## config.mk

```make
export PLATFORM = sky130hd
export DESIGN_NAME = gpio_edge_ctrl
export DESIGN_NICKNAME = d
export VERILOG_FILES = /design/src/rtl/gpio_ctrl_pkg.sv /design/src/rtl/gpio_in_sync.sv /design/src/rtl/gpio_bank_irq.sv /design/src/rtl/gpio_edge_ctrl.sv
export SDC_FILE = /design/constraint.sdc
export NUM_CORES = 1
export LEC_CHECK = 0
export ABC_AREA = 1
export ABC_CLOCK_PERIOD_IN_PS = 2100
export CAP_MARGIN = 20
export CORE_MARGIN = 1
export CORE_UTILIZATION = 57
export CTS_BUF_LIST = sky130_fd_sc_hd__clkbuf_8 sky130_fd_sc_hd__clkbuf_16
export CTS_CLUSTER_SIZE = 25
export DETAILED_ROUTE_END_ITERATION = 8
export DONT_BUFFER_PORTS = 1
export PLACE_DENSITY_LB_ADDON = 0.1
export SLEW_MARGIN = 20
export SYNTH_ARGS = -nofsm -noshare
export SYNTH_HDL_FRONTEND = slang
export SYNTH_SLANG_ARGS = --single-unit
```

## constraint.sdc

```tcl
create_clock -name clk -period 2.1 [get_ports clk]
set_input_delay 0.63 -clock clk [delete_from_list [all_inputs] [get_ports clk]]
set_output_delay 0.63 -clock clk [all_outputs]
set_load 0.005 [all_outputs]
```

## src/rtl/gpio_ctrl_pkg.sv

```systemverilog
package gpio_ctrl_pkg;
  localparam int ADDR_W = 8;
  localparam logic [ADDR_W-1:0] OFS_BANK_EN  = 8'h08;
  localparam logic [ADDR_W-1:0] OFS_DIR      = 8'h10;
  localparam logic [ADDR_W-1:0] OFS_OUT      = 8'h14;
  localparam logic [ADDR_W-1:0] OFS_OUT_SET  = 8'h18;
  localparam logic [ADDR_W-1:0] OFS_OUT_CLR  = 8'h1C;
  localparam logic [ADDR_W-1:0] OFS_IN       = 8'h20;
  localparam logic [ADDR_W-1:0] OFS_RISE_SET = 8'h24;
  localparam logic [ADDR_W-1:0] OFS_RISE_CLR = 8'h28;
  localparam logic [ADDR_W-1:0] OFS_FALL_SET = 8'h2C;
  localparam logic [ADDR_W-1:0] OFS_FALL_CLR = 8'h30;
  localparam logic [ADDR_W-1:0] OFS_STATUS   = 8'h34;
endpackage

```

## src/rtl/gpio_in_sync.sv

```systemverilog
module gpio_in_sync #(
  parameter int W = 32
) (
  input  logic         clk,
  input  logic         rst_n,
  input  logic [W-1:0] pins_i,
  output logic [W-1:0] level_o,
  output logic [W-1:0] rise_o,
  output logic [W-1:0] fall_o
);
  logic [W-1:0] meta_q, sync_q, prev_q;

  always_ff @(posedge clk) begin
    if (!rst_n) begin
      meta_q <= '0;
      sync_q <= '0;
      prev_q <= '0;
    end else begin
      meta_q <= pins_i;
      sync_q <= meta_q;
      prev_q <= sync_q;
    end
  end

  assign level_o = sync_q;
  assign rise_o  = sync_q & ~prev_q;
  assign fall_o  = ~sync_q & prev_q;

  // the synchronized level is the raw pin delayed by two edges
  a_r4_two_stage: assert property (@(posedge clk) disable iff (!rst_n)
    $past(rst_n, 2) |-> (level_o == $past(pins_i, 2)));
endmodule

```

## src/rtl/gpio_bank_irq.sv

```systemverilog
module gpio_bank_irq #(
  parameter int W = 16
) (
  input  logic         clk,
  input  logic         rst_n,
  input  logic [W-1:0] hit_i,
  input  logic         clr_i,
  input  logic [W-1:0] clr_mask_i,
  input  logic         en_i,
  output logic [W-1:0] status_o,
  output logic         irq_o
);
  logic [W-1:0] status_q;
  logic [W-1:0] wipe;

  assign wipe = clr_i ? clr_mask_i : '0;

  always_ff @(posedge clk) begin
    if (!rst_n) status_q <= '0;
    else        status_q <= (status_q & ~wipe) | hit_i;
  end

  assign status_o = status_q;
  assign irq_o    = en_i & (|status_q);

  // every enabled edge is latched on the next edge
  a_r6_edge_latched: assert property (@(posedge clk) disable iff (!rst_n)
    (|hit_i) |=> ((status_q & $past(hit_i)) == $past(hit_i)));
  // no status bit appears without an edge
  a_r6_no_spurious: assert property (@(posedge clk) disable iff (!rst_n)
    $past(rst_n) |-> ((status_q & ~$past(status_q) & ~$past(hit_i)) == '0));
  // cleared bits without a concurrent edge drop
  a_r7_w1c: assert property (@(posedge clk) disable iff (!rst_n)
    clr_i |=> ((status_q & $past(clr_mask_i & ~hit_i)) == '0));
endmodule

```

## src/rtl/gpio_edge_ctrl.sv

```systemverilog
module gpio_edge_ctrl
  import gpio_ctrl_pkg::*;
#(
  parameter int NUM_BANKS     = 2,
  parameter int PINS_PER_BANK = 16
) (
  input  logic                                 clk,
  input  logic                                 rst_n,
  input  logic [ADDR_W-1:0]                    bus_addr,
  input  logic                                 bus_we,
  input  logic [NUM_BANKS*PINS_PER_BANK-1:0]   bus_wdata,
  output logic [NUM_BANKS*PINS_PER_BANK-1:0]   bus_rdata,
  input  logic [NUM_BANKS*PINS_PER_BANK-1:0]   pin_in,
  output logic [NUM_BANKS*PINS_PER_BANK-1:0]   pin_out,
  output logic [NUM_BANKS*PINS_PER_BANK-1:0]   pin_oe,
  output logic [NUM_BANKS-1:0]                 bank_irq
);
  localparam int NPINS = NUM_BANKS * PINS_PER_BANK;

  logic [NPINS-1:0]     dir_q, out_q, rise_en_q, fall_en_q;
  logic [NUM_BANKS-1:0] bank_en_q;
  logic [NPINS-1:0]     level, rise, fall, hit, status_all;
  logic                 wr_status;

  function automatic logic wr_at(input logic [ADDR_W-1:0] ofs);
    return bus_we && (bus_addr == ofs);
  endfunction

  always_ff @(posedge clk) begin
    if (!rst_n) begin
      dir_q     <= '1;
      out_q     <= '0;
      rise_en_q <= '0;
      fall_en_q <= '0;
      bank_en_q <= '0;
    end else begin
      if (wr_at(OFS_DIR))      dir_q     <= bus_wdata;
      if (wr_at(OFS_BANK_EN))  bank_en_q <= bus_wdata[NUM_BANKS-1:0];
      if (wr_at(OFS_OUT_SET))  out_q     <= out_q | bus_wdata;
      if (wr_at(OFS_OUT_CLR))  out_q     <= out_q & ~bus_wdata;
      if (wr_at(OFS_RISE_SET)) rise_en_q <= rise_en_q | bus_wdata;
      if (wr_at(OFS_RISE_CLR)) rise_en_q <= rise_en_q & ~bus_wdata;
      if (wr_at(OFS_FALL_SET)) fall_en_q <= fall_en_q | bus_wdata;
      if (wr_at(OFS_FALL_CLR)) fall_en_q <= fall_en_q & ~bus_wdata;
    end
  end

  assign pin_out   = out_q;
  assign pin_oe    = ~dir_q;
  assign wr_status = wr_at(OFS_STATUS);

  gpio_in_sync #(.W(NPINS)) u_sync (
    .clk     (clk),
    .rst_n   (rst_n),
    .pins_i  (pin_in),
    .level_o (level),
    .rise_o  (rise),
    .fall_o  (fall)
  );

  assign hit = (rise & rise_en_q) | (fall & fall_en_q);

  for (genvar b = 0; b < NUM_BANKS; b++) begin : g_bank
    gpio_bank_irq #(.W(PINS_PER_BANK)) u_irq (
      .clk        (clk),
      .rst_n      (rst_n),
      .hit_i      (hit[b*PINS_PER_BANK +: PINS_PER_BANK]),
      .clr_i      (wr_status),
      .clr_mask_i (bus_wdata[b*PINS_PER_BANK +: PINS_PER_BANK]),
      .en_i       (bank_en_q[b]),
      .status_o   (status_all[b*PINS_PER_BANK +: PINS_PER_BANK]),
      .irq_o      (bank_irq[b])
    );

    // a bank line never rises while its bank is disabled
    a_r9_gated: assert property (@(posedge clk) disable iff (!rst_n)
      bank_irq[b] |-> (bank_en_q[b] && (status_all[b*PINS_PER_BANK +: PINS_PER_BANK] != '0)));
  end

  always_comb begin
    unique case (bus_addr)
      OFS_BANK_EN: bus_rdata = {{(NPINS-NUM_BANKS){1'b0}}, bank_en_q};
      OFS_DIR:     bus_rdata = dir_q;
      OFS_OUT:     bus_rdata = out_q;
      OFS_IN:      bus_rdata = level;
      OFS_STATUS:  bus_rdata = status_all;
      default:     bus_rdata = '0;
    endcase
  end

  // drive enable follows the written direction
  a_r2_oe_dir: assert property (@(posedge clk) disable iff (!rst_n)
    wr_at(OFS_DIR) |=> (pin_oe == ~$past(bus_wdata)));
  // set-write raises masked bits, leaves others alone
  a_r3_set_mask: assert property (@(posedge clk) disable iff (!rst_n)
    wr_at(OFS_OUT_SET) |=> (((pin_out & $past(bus_wdata)) == $past(bus_wdata)) &&
                            ((pin_out & ~$past(bus_wdata)) == ($past(pin_out) & ~$past(bus_wdata)))));
  // clear-write lowers masked bits, leaves others alone
  a_r3_clr_mask: assert property (@(posedge clk) disable iff (!rst_n)
    wr_at(OFS_OUT_CLR) |=> (((pin_out & $past(bus_wdata)) == '0) &&
                            ((pin_out & ~$past(bus_wdata)) == ($past(pin_out) & ~$past(bus_wdata)))));
  // writes to read-only registers leave the outputs unchanged
  a_r10_ro_write: assert property (@(posedge clk) disable iff (!rst_n)
    (wr_at(OFS_OUT) || wr_at(OFS_IN)) |=> ($stable(pin_out) && $stable(pin_oe)));
endmodule

```

* After elaboration in Yosys (flattened, before gate mapping)
Index checks and enable logic that the tools add are counted.
** Word-level totals
- Flip-flop bits (word level) :: 258
- Bits of input ports :: 75
- Word-level logic and storage cells :: 67
** Operators by class
- Equality and inequality tests :: 11
- Mux-type cells :: 9
- Bitwise gates (word level) :: 23
- Reduce and logical (&&, ||, !) cells :: 14
** Operators with widths (number)
- $and A32 B32 Y32 :: 7
- $mux W32 :: 6
- $pmux W32 S5 :: 1
- $not A32 Y32 :: 4
- $or A32 B32 Y32 :: 4
- $eq A8 B6 Y1 const B :: 6
- $and A16 B16 Y16 :: 2
- $eq A8 B5 Y1 const B :: 4
- $mux W16 :: 2
- $not A16 Y16 :: 2
- $or A16 B16 Y16 :: 2
- $reduce_or A16 Y1 :: 2
- $logic_and A1 B1 Y1 :: 9
- $eq A8 B4 Y1 const B :: 1
- $reduce_bool A2 Y1 :: 3
- $and A1 B1 Y1 :: 2

* Logic depth before layout (Yosys ltp)
- Depth after elaboration :: 6
- Gate-level depth with buffers :: 9

* Cells and area by module
Synthesis repeated with hierarchy kept, for this count alone.
** Second synthesis, totals
- Cells, all modules :: 1608
- Area total of the unflattened synthesis :: 11290.8 µm²
** Modules (own cells, without submodules)
- gpio_edge_ctrl :: instances 1, cells an instance 1013, area an instance 6681.4 µm², seq. area each 2602.5 µm²
- gpio_in_sync :: instances 1, cells an instance 427, area an instance 3240.6 µm², seq. area each 1921.8 µm²
- gpio_bank_irq :: instances 2, cells an instance 84, area an instance 684.4 µm², seq. area each 320.3 µm²

* Worst setup path before layout
OpenSTA, ideal clock, no wires.
- Path type :: input to output
- Start :: in bus_addr[7]
- End :: out bus_rdata[10]
- Arrival time :: 1.442 ns
- Path slack :: 0.028 ns
- Stages :: 6
- Cells stage by stage :: nor2_4 > nand2_1 > nor2_4 > buf_2 > nand2_1 > nand4_1
** On the way
- Word-level cells in the longest chain between the ends :: 2
** Ends and longest elaborated chain
- start: declaration :: line gpio_edge_ctrl.sv:9 : input logic [ADDR_W-1:0] bus_addr,
- $eq A8 B6 Y1 (tied with other cells) :: line gpio_edge_ctrl.sv:81 : unique case (bus_addr)
- $pmux W32 S5 * :: line gpio_edge_ctrl.sv:81
- end: declaration :: line gpio_edge_ctrl.sv:12 : output logic [NUM_BANKS*PINS_PER_BANK-1:0] bus_rdata,
Mark *: on every way between the ends. The rest lies on a longest branch, timed or not.

* Worst setup path after layout
- Start :: in bus_addr[0]
- End :: out bus_rdata[1]
The elaborated chain is that of the path after synthesis.

==> run metrics <==
Seq/Total Area, Yosys 48.5%; crit share post-route 107%; initial core utilization 58.7%; Die W 139 um; GPL Wtd Cong 0.817; CTS root buffer clkbuf_16; final max-slew violation count 0; layout cells sized above 1 under 10%; Hold Path Class input port to flop; status finished with violations; I/O Pins 173; Post-Route M1 WL 11900 um; final core occ 67.7%; mapped cell area 10600 um2; placed cell areas 11100 um2; first-pass GRT wire length ~44000 um; CTS Buffer Depth 3; Finish-stage setup viols 32; Design Area, Final 12300 um2; H-tree depth 1; max incr delay on CP 0.22 ns; RSZ-0062 raised after global routing true; number of distinct library cells after synthesis 21; Crit Path Category input port to primary output; DRC Markers 12; Skew-Pair Late Insertion Delay 0.53 ns; Buf/Inv on CP 3; VDD IR max 0.839 mV; Remaining Overflow, GRT 0; most common cell after layout, fill and taps aside nand2_1; Place WS -0.159 ns; area occupied by multi-input gates 4260 um2; TritonCTS clock tree built; # rows 49; final setup margin -0.142 ns; Synth Area per Inst 6.95 um2; Mapped Nets 1606; antenna cells 0; final hold vios 0; Setup Skew 0.00603 ns; met2 WL post-DR 12700 um; DR WL met3 2240 um; DRT iter0 DRCs 662; f_max 0.446 GHz; # fillers between 1500 and 2000; Synth Warn # 0; Global Route Usage Sum roughly 28%; WP data required 1.47 ns; clk slew on worst S/H paths 0.06 ns; CTS sink cnt 258; measured slew at the worst slew-check pin 0.275 ns; Routed Antenna Nets 0; crit path cell chain nor2_4 -> nand3_4 -> nor2_4 -> buf_12 -> buf_12 -> nand2_2 -> nand2_1 -> inv_1 -> nand3_2; overall via count from detail_route 9368; Yosys top cell by area dfxtp_1; top sig layer met5; static leakage 5.85 nW; die area 19200 um2; setup TNS -3.14 ns; largest net degree at the start of global routing 194; WP data arrival about 1.6 ns; cts bufs inserted 26; area share of the largest cell type after synthesis 48.5%; Synth Register Bits ~260; antenna violations before repair 1; failing checks DRC, setup timing; Synth area leaders dfxtp_1 (49%), nand2_1 (14%), inv_1 (9.1%), a21oi_1 (6.4%), nor2_1 (5.4%); IO Port Bufs 0; final wirelength 27300 um; Critical Path Sink Type primary output; Seq. cell area ~5200 um2; wire length per cell 15.4 um; vias in the first global route roughly 8600; Top delay family on crit path simple AND/OR/NAND/NOR gates; Inst Count DP 1724; DRT Pass-1 Iters 8; Die Height 139 um; detailed placement HPWL 17700 um; via/cell ratio approximately 5.3; commonest non-fill, non-tap cells in the layout nand2_1 (380), inv_1 (258), dfxtp_1 (258), nor2_1 (150), a21oi_1 (136); Post-CTS Hold Buffers 0; min cycle time layout 2.24 ns; final net count roughly 1600; Pwr Density 849 nW/um2; Max Cap Violations 0; Startpoint Class input port; Crit-path slowest cell nor2_4; Syn Inst Count 1531; Area Overhead vs Synth 15.3%; Core Region approximately 18000 um2; Slew HR 81.7%; Max Fanout on Critical Path 7; Finished Layout Cells 1778
==> area by class of cell <==
type	count	area share, %
clock inverter	13	1.59
clock buffer	35	6.40
tap	229	2.33
sequential	258	42.1
multi-input combinational	934	34.7
inverter	261	7.98
timing repair buffer	48	4.96
==> through the flow <==
step	total power [W]	hold WS, ns
floorplan	0.00535	0.390
finish	0.0104	0.199
global route	0.0107	0.191
detailed placement	0.00537	0.396
global placement	0.00536	0.392
CTS	0.0105	0.185
==> cells by family after synthesis <==
family	Yosys count	share of synthesized area (%)
AOI/OAI and AO/OA	260	12.6
DFF	258	48.5
and+or+nand+nor	674	26.2
buffers and inverters	339	12.7
==> synth_stat cells <==
cell type and n:
nand2_1 399, inv_1 259, dfxtp_1 258, nor2_1 154, a21oi_1 136, o21ai_0 84
nand3_1 71, nand4_1 35, buf_2 31, clkbuf_1 28, a31oi_1 26, o21ai_1 12
buf_4 11, buf_1 8, nor2_2 6, nor2_4 5, inv_2 2, nand3_2 2
o21a_1 2, nand2_2 1, nand4_4 1
==> where the power goes <==
part | switching [W] | total, W | leakage [nW] | internal, W
Combinational | 0.000155 | 0.000250 | 3.27 | 0.0000945
Sequential | 0.0000519 | 0.00502 | 2.10 | 0.00497
Clock | 0.00193 | 0.00516 | 0.485 | 0.00323
Total | 0.00213 | 0.0104 | 5.85 | 0.00830
==> worst register-to-register path, cell delays in order (launching register included) <==
cell	delay, ns
dfxtp_1	0.46
inv_1	0.07
a31oi_1	0.17
a21oi_1	0.08
==> path summary, 6_finish.rpt <==
| path | endpoint | cells past startpoint | startpoint | slack [ns] |
|---|---|---|---|---|
| setup / recovery | bus_rdata[1] | 9 | bus_addr[0] | -0.14 |
| hold reg to reg | u_sync.level_o[25] | 2 | u_sync.meta_q[25] | 0.41 |
| setup reg to reg | g_bank[0].u_irq.status_o[0] | 3 | u_sync.level_o[0] | 1.21 |
| hold / removal | u_sync.meta_q[17] | 2 | pin_in[17] | 0.20 |
==> per-layer routing <==
layer | up-vias | track usage (%)
met4 | 2 | 6.84
met5 | - | 0
li1 | 4737 | -
met1 | 4280 | 36.9
met3 | 49 | 5.56
met2 | 300 | 46.9
==> repair_timing <==
item,CTS,global route
pin swaps,17,12
endpoints found under the setup margin,34,34
cloned,1,1
gates resized for setup,24,11
buffers inserted,2,2
(Power assumes the default switching activity.)
